==> src/rtl/pwr_mode_pkg.sv <==
package pwr_mode_pkg;

  typedef enum logic [2:0] {
    ST_RUN  = 3'd0,
    ST_NAP  = 3'd1,
    ST_DEEP = 3'd2,
    ST_BKUP = 3'd3,
    ST_WARM = 3'd4
  } pm_state_e;

  localparam logic [1:0] MODE_ACT  = 2'b00;
  localparam logic [1:0] MODE_NAP  = 2'b01;
  localparam logic [1:0] MODE_DEEP = 2'b10;
  localparam logic [1:0] MODE_BKUP = 2'b11;

  typedef struct packed {
    logic cpu;
    logic per;
    logic osc;
    logic ret;
  } pm_en_t;

endpackage

==> src/rtl/pwr_rst_sync.sv <==
module pwr_rst_sync #(
  parameter int STAGES = 2
) (
  input  logic clk_i,
  input  logic rst_ni,
  output logic rst_no
);

  logic [STAGES-1:0] sync_q;

  always_ff @(posedge clk_i or negedge rst_ni) begin
    if (!rst_ni) sync_q <= '0;
    else         sync_q <= {sync_q[STAGES-2:0], 1'b1};
  end

  assign rst_no = sync_q[STAGES-1];

endmodule

==> src/rtl/pwr_wake_merge.sv <==
module pwr_wake_merge #(
  parameter int NUM_WAKE = 6
) (
  input  logic [NUM_WAKE-1:0] src_i,
  input  logic [NUM_WAKE-1:0] mask_i,
  output logic                wake_o
);

  logic [NUM_WAKE-1:0] gated;

  for (genvar g = 0; g < NUM_WAKE; g++) begin : g_gate
    assign gated[g] = src_i[g] & mask_i[g];
  end

  assign wake_o = |gated;

endmodule

==> src/rtl/pwr_settle_cnt.sv <==
module pwr_settle_cnt #(
  parameter int CNT_W   = 8,
  parameter int MIN_CYC = 4
) (
  input  logic             clk_i,
  input  logic             rst_ni,
  input  logic             load_i,
  input  logic             run_i,
  input  logic [CNT_W-1:0] settle_i,
  output logic             done_o
);

  localparam logic [CNT_W-1:0] MinVal = CNT_W'(MIN_CYC);

  logic [CNT_W-1:0] cnt_q, cnt_d, eff_len;
  logic             cnt_en;

  always_comb begin
    eff_len = (settle_i < MinVal) ? MinVal : settle_i;
    cnt_en  = load_i | (run_i & (cnt_q != '0));
    cnt_d   = cnt_q;
    if (load_i)      cnt_d = eff_len - CNT_W'(1);
    else if (cnt_en) cnt_d = cnt_q - CNT_W'(1);
  end

  always_ff @(posedge clk_i or negedge rst_ni) begin
    if (!rst_ni)     cnt_q <= '0;
    else if (cnt_en) cnt_q <= cnt_d;
  end

  assign done_o = (cnt_q == '0);

endmodule

==> src/rtl/pwr_mode_fsm.sv <==
module pwr_mode_fsm
  import pwr_mode_pkg::*;
(
  input  logic       clk_i,
  input  logic       rst_ni,
  input  logic       sleep_req_i,
  input  logic       deep_sel_i,
  input  logic       backup_req_i,
  input  logic       wake_i,
  input  logic       settle_done_i,
  output logic       settle_load_o,
  output logic       settle_run_o,
  output logic [1:0] mode_o,
  output pm_en_t     en_o
);

  pm_state_e  st_q, st_d;
  logic [1:0] from_q, from_d;
  logic       from_en;

  always_comb begin
    st_d          = st_q;
    from_d        = from_q;
    from_en       = 1'b0;
    settle_load_o = 1'b0;
    unique case (st_q)
      ST_RUN: begin
        if (sleep_req_i && !wake_i) begin
          if (backup_req_i)    st_d = ST_BKUP;
          else if (deep_sel_i) st_d = ST_DEEP;
          else                 st_d = ST_NAP;
        end
      end
      ST_NAP: begin
        if (wake_i) st_d = ST_RUN;
      end
      ST_DEEP, ST_BKUP: begin
        if (wake_i) begin
          st_d          = ST_WARM;
          from_en       = 1'b1;
          from_d        = (st_q == ST_BKUP) ? MODE_BKUP : MODE_DEEP;
          settle_load_o = 1'b1;
        end
      end
      ST_WARM: begin
        if (settle_done_i) st_d = ST_RUN;
      end
      default: st_d = ST_RUN;
    endcase
  end

  always_ff @(posedge clk_i or negedge rst_ni) begin
    if (!rst_ni) st_q <= ST_RUN;
    else         st_q <= st_d;
  end

  always_ff @(posedge clk_i or negedge rst_ni) begin
    if (!rst_ni)      from_q <= MODE_ACT;
    else if (from_en) from_q <= from_d;
  end

  assign settle_run_o = (st_q == ST_WARM);

  always_comb begin
    mode_o = MODE_ACT;
    en_o   = '{cpu: 1'b1, per: 1'b1, osc: 1'b1, ret: 1'b1};
    unique case (st_q)
      ST_NAP: begin
        mode_o = MODE_NAP;
        en_o   = '{cpu: 1'b0, per: 1'b1, osc: 1'b1, ret: 1'b1};
      end
      ST_DEEP: begin
        mode_o = MODE_DEEP;
        en_o   = '{cpu: 1'b0, per: 1'b0, osc: 1'b0, ret: 1'b1};
      end
      ST_BKUP: begin
        mode_o = MODE_BKUP;
        en_o   = '{cpu: 1'b0, per: 1'b0, osc: 1'b0, ret: 1'b1};
      end
      ST_WARM: begin
        mode_o = from_q;
        en_o   = '{cpu: 1'b0, per: 1'b0, osc: 1'b1, ret: 1'b1};
      end
      default: ;
    endcase
  end

endmodule

==> src/rtl/pwr_mode_seq.sv <==
module pwr_mode_seq
  import pwr_mode_pkg::*;
#(
  parameter int NUM_WAKE    = 6,
  parameter int SETTLE_W    = 8,
  parameter int SETTLE_MIN  = 4,
  parameter int SYNC_STAGES = 2
) (
  input  logic                clk_i,
  input  logic                rst_ni,
  input  logic                sleep_req_i,
  input  logic                deep_sel_i,
  input  logic                backup_req_i,
  input  logic [NUM_WAKE-1:0] wake_src_i,
  input  logic [NUM_WAKE-1:0] wake_mask_i,
  input  logic [SETTLE_W-1:0] settle_cyc_i,
  output logic [1:0]          mode_o,
  output logic                cpu_clk_en_o,
  output logic                per_clk_en_o,
  output logic                osc_en_o,
  output logic                retain_o
);

  logic   rst_n_sync;
  logic   wake_any;
  logic   settle_load, settle_run, settle_done;
  pm_en_t en;

  pwr_rst_sync #(.STAGES(SYNC_STAGES)) u_rst (
    .clk_i (clk_i),
    .rst_ni(rst_ni),
    .rst_no(rst_n_sync)
  );

  pwr_wake_merge #(.NUM_WAKE(NUM_WAKE)) u_wake (
    .src_i (wake_src_i),
    .mask_i(wake_mask_i),
    .wake_o(wake_any)
  );

  pwr_settle_cnt #(.CNT_W(SETTLE_W), .MIN_CYC(SETTLE_MIN)) u_settle (
    .clk_i   (clk_i),
    .rst_ni  (rst_n_sync),
    .load_i  (settle_load),
    .run_i   (settle_run),
    .settle_i(settle_cyc_i),
    .done_o  (settle_done)
  );

  pwr_mode_fsm u_fsm (
    .clk_i        (clk_i),
    .rst_ni       (rst_n_sync),
    .sleep_req_i  (sleep_req_i),
    .deep_sel_i   (deep_sel_i),
    .backup_req_i (backup_req_i),
    .wake_i       (wake_any),
    .settle_done_i(settle_done),
    .settle_load_o(settle_load),
    .settle_run_o (settle_run),
    .mode_o       (mode_o),
    .en_o         (en)
  );

  assign cpu_clk_en_o = en.cpu;
  assign per_clk_en_o = en.per;
  assign osc_en_o     = en.osc;
  assign retain_o     = en.ret;

endmodule

==> config.mk <==
export PLATFORM = sky130hd
export DESIGN_NAME = pwr_mode_seq
export DESIGN_NICKNAME = d
export VERILOG_FILES = /design/src/rtl/pwr_mode_pkg.sv /design/src/rtl/pwr_rst_sync.sv /design/src/rtl/pwr_wake_merge.sv /design/src/rtl/pwr_settle_cnt.sv /design/src/rtl/pwr_mode_fsm.sv /design/src/rtl/pwr_mode_seq.sv
export SDC_FILE = /design/constraint.sdc
export NUM_CORES = 1
export LEC_CHECK = 0
export ABC_AREA = 1
export BUFFER_PORTS_ARGS = -buffer_cell sky130_fd_sc_hd__buf_2
export CORE_UTILIZATION = 54
export CTS_BUF_LIST = sky130_fd_sc_hd__clkbuf_4 sky130_fd_sc_hd__clkbuf_8
export CTS_CLUSTER_SIZE = 14
export DETAILED_ROUTE_END_ITERATION = 8
export GPL_ROUTABILITY_DRIVEN = 0
export GPL_TIMING_DRIVEN = 1
export PLACE_DENSITY = 0.83
export SYNTH_ARGS = -nofsm -noshare
export SYNTH_HDL_FRONTEND = slang
export SYNTH_SLANG_ARGS = --single-unit
==> constraint.sdc <==
create_clock -name clk_i -period 1.1 [get_ports clk_i]
set_input_delay 0.165 -clock clk_i [delete_from_list [all_inputs] [get_ports clk_i]]
set_output_delay 0.165 -clock clk_i [all_outputs]
set_load 0.01 [all_outputs]
-- After elaboration in Yosys (flattened, before gate mapping)
Index checks and enable logic that the tools add are counted.
- $add $sub $neg: 2
- mux-type cells: 14
- bitwise gates (word level): 8
- shift-type cells: 0
- reductions and logical operators: 9
- multipliers: 0
- equal/unequal tests: 8
- order comparisons: 1
- div/mod/pow operators: 0
- operators with widths (kind ; count):
    8-bit 2-to-1 mux ; 2
    8-bit by 1-bit subtractor with 8-bit output (second input constant) ; 2
    3-bit 2-to-1 mux ; 5
    3-bit case mux with 4 select lines ; 1
    4-bit case mux with 3 select lines ; 1
    8-bit zero test ; 1
    8-bit by 3-bit less-than comparator with 1-bit output (second input constant) ; 1
    2-bit case mux with 4 select lines ; 1
    8-bit nonzero test ; 1
    1-bit AND ; 7
    3-bit by 2-bit == test with 1-bit output (second input constant) ; 2
    2-bit by 1-bit inequality test with 1-bit output (second input constant) ; 3
    6-bit OR reduction ; 1
    4-bit AND reduction ; 1
    3-bit by 1-bit == test with 1-bit output (second input constant) ; 1
    3-bit == test (second input constant) ; 1
    3-bit zero test ; 1
    1-bit 2-to-1 mux ; 3
    3-bit AND reduction ; 1
    2-bit 2-to-1 mux ; 1
    2-bit inequality test (second input constant) ; 1
    2-bit OR reduction ; 1
    1-bit logical AND ; 1
    1-bit zero test ; 1
    1-bit bitwise OR ; 1
- bits of input ports: 25
- register bits after elaboration: 15
- memories: 0
- latch bits: 0
- bits in read-only memories: 0
- bits in writable memories: 0
- output and inout bits: 6

-- Longest topological paths before layout
- depth in word-level cells: 6
- depth in mapped cells: 16
- depth with buffers taken out: 15

-- Cells and area by module
From an unflattened synthesis, not the netlist that was laid out.
- cell total of the unflattened synthesis: 169
- area total of the unflattened synthesis: 1146.1 sq um
- modules (own cells, without submodules) (module ; cells an instance ; times used ; sequential area each (sq um) ; area each (sq um)):
    pwr_settle_cnt ; 106 ; 1 ; 200.2 ; 715.7
    pwr_mode_fsm ; 48 ; 1 ; 125.1 ; 331.6
    pwr_rst_sync ; 3 ; 1 ; 50.0 ; 53.8
    pwr_wake_merge ; 12 ; 1 ; 0.0 ; 45.0

-- Worst setup path after synthesis
No wires, ideal clock.
- kind: reg2reg
- from: register u_fsm.st_q[2]
- to: register u_settle.cnt_q[6]
- stages on the path, launching flop included: 13
- data required time: 0.984 ns
- data arrival time: 1.530 ns
- path slack: -0.546 ns
- path buffers: 1
- clock period less this slack: 1.646 ns
- cells stage by stage: dfrtp_1 -> nor2_4 -> buf_6 -> nand3_1 -> nand2_4 -> ha_1 -> nand3_2 -> nor2_2 -> nand2_1 -> nand2_1 -> nand2_1 -> nand2_1 -> nand2_1
- word-level cells in the longest chain between the ends: 4
- ends and longest elaborated chain (item ; line ; source):
    start: declaration ; pwr_mode_fsm.sv:17 ; pm_state_e st_q, st_d;
    start signal: assignment ; pwr_mode_fsm.sv:54 ; else st_q <= st_d;
    3-bit by 2-bit == test with 1-bit output ; pwr_mode_fsm.sv:26 ; unique case (st_q)
    2-bit OR reduction (no source line) ; - ;
    1-bit 2-to-1 mux ; pwr_mode_fsm.sv:26 ;
    8-bit 2-to-1 mux or 1-bit bitwise OR (tied branches) ; pwr_settle_cnt.sv:22, pwr_settle_cnt.sv:20 ;
    end signal: assignment ; pwr_settle_cnt.sv:28 ; else if (cnt_en) cnt_q <= cnt_d;
    end: declaration ; pwr_settle_cnt.sv:15 ; logic [CNT_W-1:0] cnt_q, cnt_d, eff_len;
Parallel ways exist; a longest one is shown, timed or not.
A chain may end at the register's enable or synchronous reset.

-- Final worst setup path
- from: register u_fsm.st_q[2]
- to: register u_settle.cnt_q[5]
The elaborated chain is that of the path after synthesis.

==> summary.txt <==
Timing
  – Worst rel slew slack: 66.3%
  – RSZ-0062 raised after global routing: yes
  – Setup ws final: -0.626 ns
  – Post-route minimum period: 1.73 ns
  – Hold Vio Cnt, Final: 0
  – Actual slew at the worst max-slew pin: 0.506 ns
  – Count of pins over their slew limit: 0
  – Fmax: 579 MHz
  – Count of final setup violators: 18
  – Fin crit share: 157%
  – Total negative slack: -7.57 ns
  – Skew final: 0.00677 ns

Setup path
  – Most frequent CP cell: nand2_1
  – Slowest Stage Delay on Critical Path: 0.44 ns
  – Worst EP arrival: 1.91 ns
  – Critical path's slowest cell: dfrtp_1
  – CP required: 1.28 ns
  – R2R setup slack: -0.63 ns
  – Worst reg2reg path startpoint: u_fsm.st_q[2]$_DFFE_PN0P_
  – CP startpoint kind: register
  – Top delay family on crit path: simple AND/OR/NAND/NOR gates
  – Crit-path max FO: 6
  – CP endpoint kind: register
  – Crit path cell chain: nor2_4 > buf_6 > nand3_1 > nand2_4 > nand3_1 > o21bai_1 > nand2_1 > nand2_1 > nand2_1
  – Crit path kind: register to register
  – Bufs and invs on worst path: 1
  – R2r endpoint: u_settle.cnt_q[5]$_DFFE_PN0P_
  – Worst-case reg-to-reg path depth: 9

Detailed routing
  – Number of remaining DRC errors: 0
  – Initial DRC Count: 65
  – Routed length per instance: 14.8 um
  – First-pass DRT Iterations: 4
  – Final WL: 3610 um
  – Routed via count: 1323
  – Vias per cell: 5.40
  – Routed Antenna Nets: 0

Place
  – IO Port Bufs: 29
  – Dpl hpwl: 2350 um
  – Post-placement cell count: 237
  – Pre-CTS WS: -0.509 ns

Flow run
  – Max Cap Violations: 0

Final layout
  – Register area: 375 um^2
  – Area Overhead vs Synth: 49.7%
  – Non-Filler Instances: 245
  – Most frequent cells in the layout: nand2_1 (38), buf_2 (29), buf_4 (25)
  – Footprint of the multi-input gates: 764 um^2
  – Antenna diodes: 0
  – Layout cell share with drive strength beyond 1: 48.2%
  – NumNets Final: 245
  – Fillers: 107
  – Leading cell type in the layout, fill and taps excluded: nand2_1
  – Final core occ: 85.7%

Floorplan
  – Core area: 1960 um^2
  – Die ar.: 2260 um^2
  – I/O Pins: 31
  – Die Span X: 47.6 um
  – Initial Util: 57.2%
  – Die H: 47.6 um
  – Core Rows: 16

Clocking
  – CTS buffer count: 3
  – Worst skew pair latency: 0.28 ns
  – Clk sinks: 15
  – H-tree Lvls: 1
  – Maximum root-to-sink buffer count: 2
  – TritonCTS clock tree: yes
  – Worst-path clk slew: 0.09 ns
  – Clk root buf: clkbuf_4

Logic synthesis
  – Register area share after synthesis: 33.4%
  – Mapped Area: 1120 um^2
  – Mapped Cells: 159
  – Post-synth cell types: 28
  – Seq cells post-synth: 15
  – Syn Area/Cell: 7.06 um^2
  – Ys Warns: 0

GRT
  – Initial antenna violation count: 0
  – Total grt overflow: 0
  – First-pass GRT wire length: 4240 um
  – GRT Util Overall: 27.3%
  – Largest net degree at the start of global routing: 14
  – Vias in the first global route: 1075

Power and ir drop
  – Maximum VDD drop: 0.00181 V
  – Leak: 0.000890 uW
  – PD cells: 2740 nW/um^2
  – Tot Pwr: 4610 uW

Worst hold path
  – Hold Crit Class: input pin to asynchronous set/reset pin

Status
  – Status: finished with violations
  – Failing checks: negative setup slack
==> flip-flops by register name, indices dropped and copies added, names as in the netlist <==
| name | count |
|---|---|
| u_settle.cnt_q | 8 |
| u_fsm.st_q | 3 |
| u_fsm.from_q | 2 |
| u_rst.sync_q | 2 |
==> Yosys cell counts, drive strengths merged <==
| master | n | area share (%) |
|---|---|---|
| ha | 1 | 1.1 |
| nand3b | 3 | 2.0 |
| a31oi | 2 | 1.1 |
| nand3 | 14 | 6.7 |
| o311ai | 1 | 0.78 |
| and2 | 1 | 0.78 |
| buf | 5 | 5.1 |
| or2 | 1 | 0.56 |
| o21bai | 1 | 0.67 |
| conb | 1 | 0.33 |
| dfrtp | 15 | 33 |
| nand4 | 1 | 0.56 |
| nor3 | 1 | 0.45 |
| nor2 | 17 | 8.2 |
| inv | 23 | 7.7 |
| o21ai | 11 | 4.9 |
| o22ai | 1 | 0.56 |
| nand2 | 60 | 25 |
==> metal layers <==
metal  GRT usage, %  wire length, um
met3           2.26              174
met2           48.5             1850
met5              0                0
met1           32.7             1460
met4           14.4              136
==> cells by family (layout without fill, tap and decap cells) <==
family	after synthesis	after routing	share of synthesized area (%)
simple gates	98	98	44.3
buf+inv	28	86	12.8
compound gates	16	16	8.03
fa+ha+maj	1	1	1.11
other cells	1	2	0.334
flops	15	15	33.4
==> metrics by stage <==
stage               hold WS [ns]  cell area [um^2]
floorplan                 -0.131              1190
global placement         -0.0501              1500
detailed placement       -0.0463              1500
CTS                        0.181              1590
global route               0.195              1680
finish                     0.195              1680
==> what timing repair did <==
action,CTS,global route
gates resized for setup,16,17
buffers inserted,0,3
hold buffers,1,0
endpoints found under the setup margin,17,18
hold endpoints to repair,2,0
pin swaps,13,14
==> cell type report <==
type	count	area share, %
Sequential cell	15	22.3
Timing Repair Buffer	59	23.1
Inverter	23	5.44
Multi-Input combinational cell	117	45.5
Tap cell	27	2.01
Clock buffer	3	1.34
Clock inverter	1	0.298
==> worst register-to-register path, cell delays in order (launching register included) <==
cell,delay [ns]
dfrtp_1,0.44
nor2_4,0.25
buf_6,0.17
nand3_1,0.12
nand2_4,0.11
nand3_1,0.13
o21bai_1,0.19
nand2_1,0.11
nand2_1,0.07
nand2_1,0.05
==> report_power, final <==
| group | internal [uW] | leakage [uW] | switching, uW |
|---|---|---|---|
| registers | 753 | 0.000181 | 139 |
| logic | 1480 | 0.000691 | 1930 |
| clock network | 135 | 0.0000177 | 168 |
| total | 2370 | 0.000890 | 2240 |
==> how the worst max path moves through the flow <==
stage,endpoint,from,cells past startpoint,slack (ns)
2_1_floorplan,u_settle.cnt_q[6]$_DFFE_PN0P_,u_fsm.st_q[2]$_DFFE_PN0P_,12,-0.44
3_3_place_gp,u_settle.cnt_q[6]$_DFFE_PN0P_,wake_src_i[3],16,-0.46
3_5_place_dp,u_settle.cnt_q[7]$_DFFE_PN0P_,u_fsm.st_q[1]$_DFFE_PN0P_,10,-0.51
4_1_cts,u_settle.cnt_q[2]$_DFFE_PN0P_,u_fsm.st_q[2]$_DFFE_PN0P_,7,-0.51
5_1_grt,u_settle.cnt_q[5]$_DFFE_PN0P_,u_fsm.st_q[2]$_DFFE_PN0P_,9,-0.72
6_report,u_settle.cnt_q[5]$_DFFE_PN0P_,u_fsm.st_q[2]$_DFFE_PN0P_,9,-0.63
(Power assumes the default switching activity.)
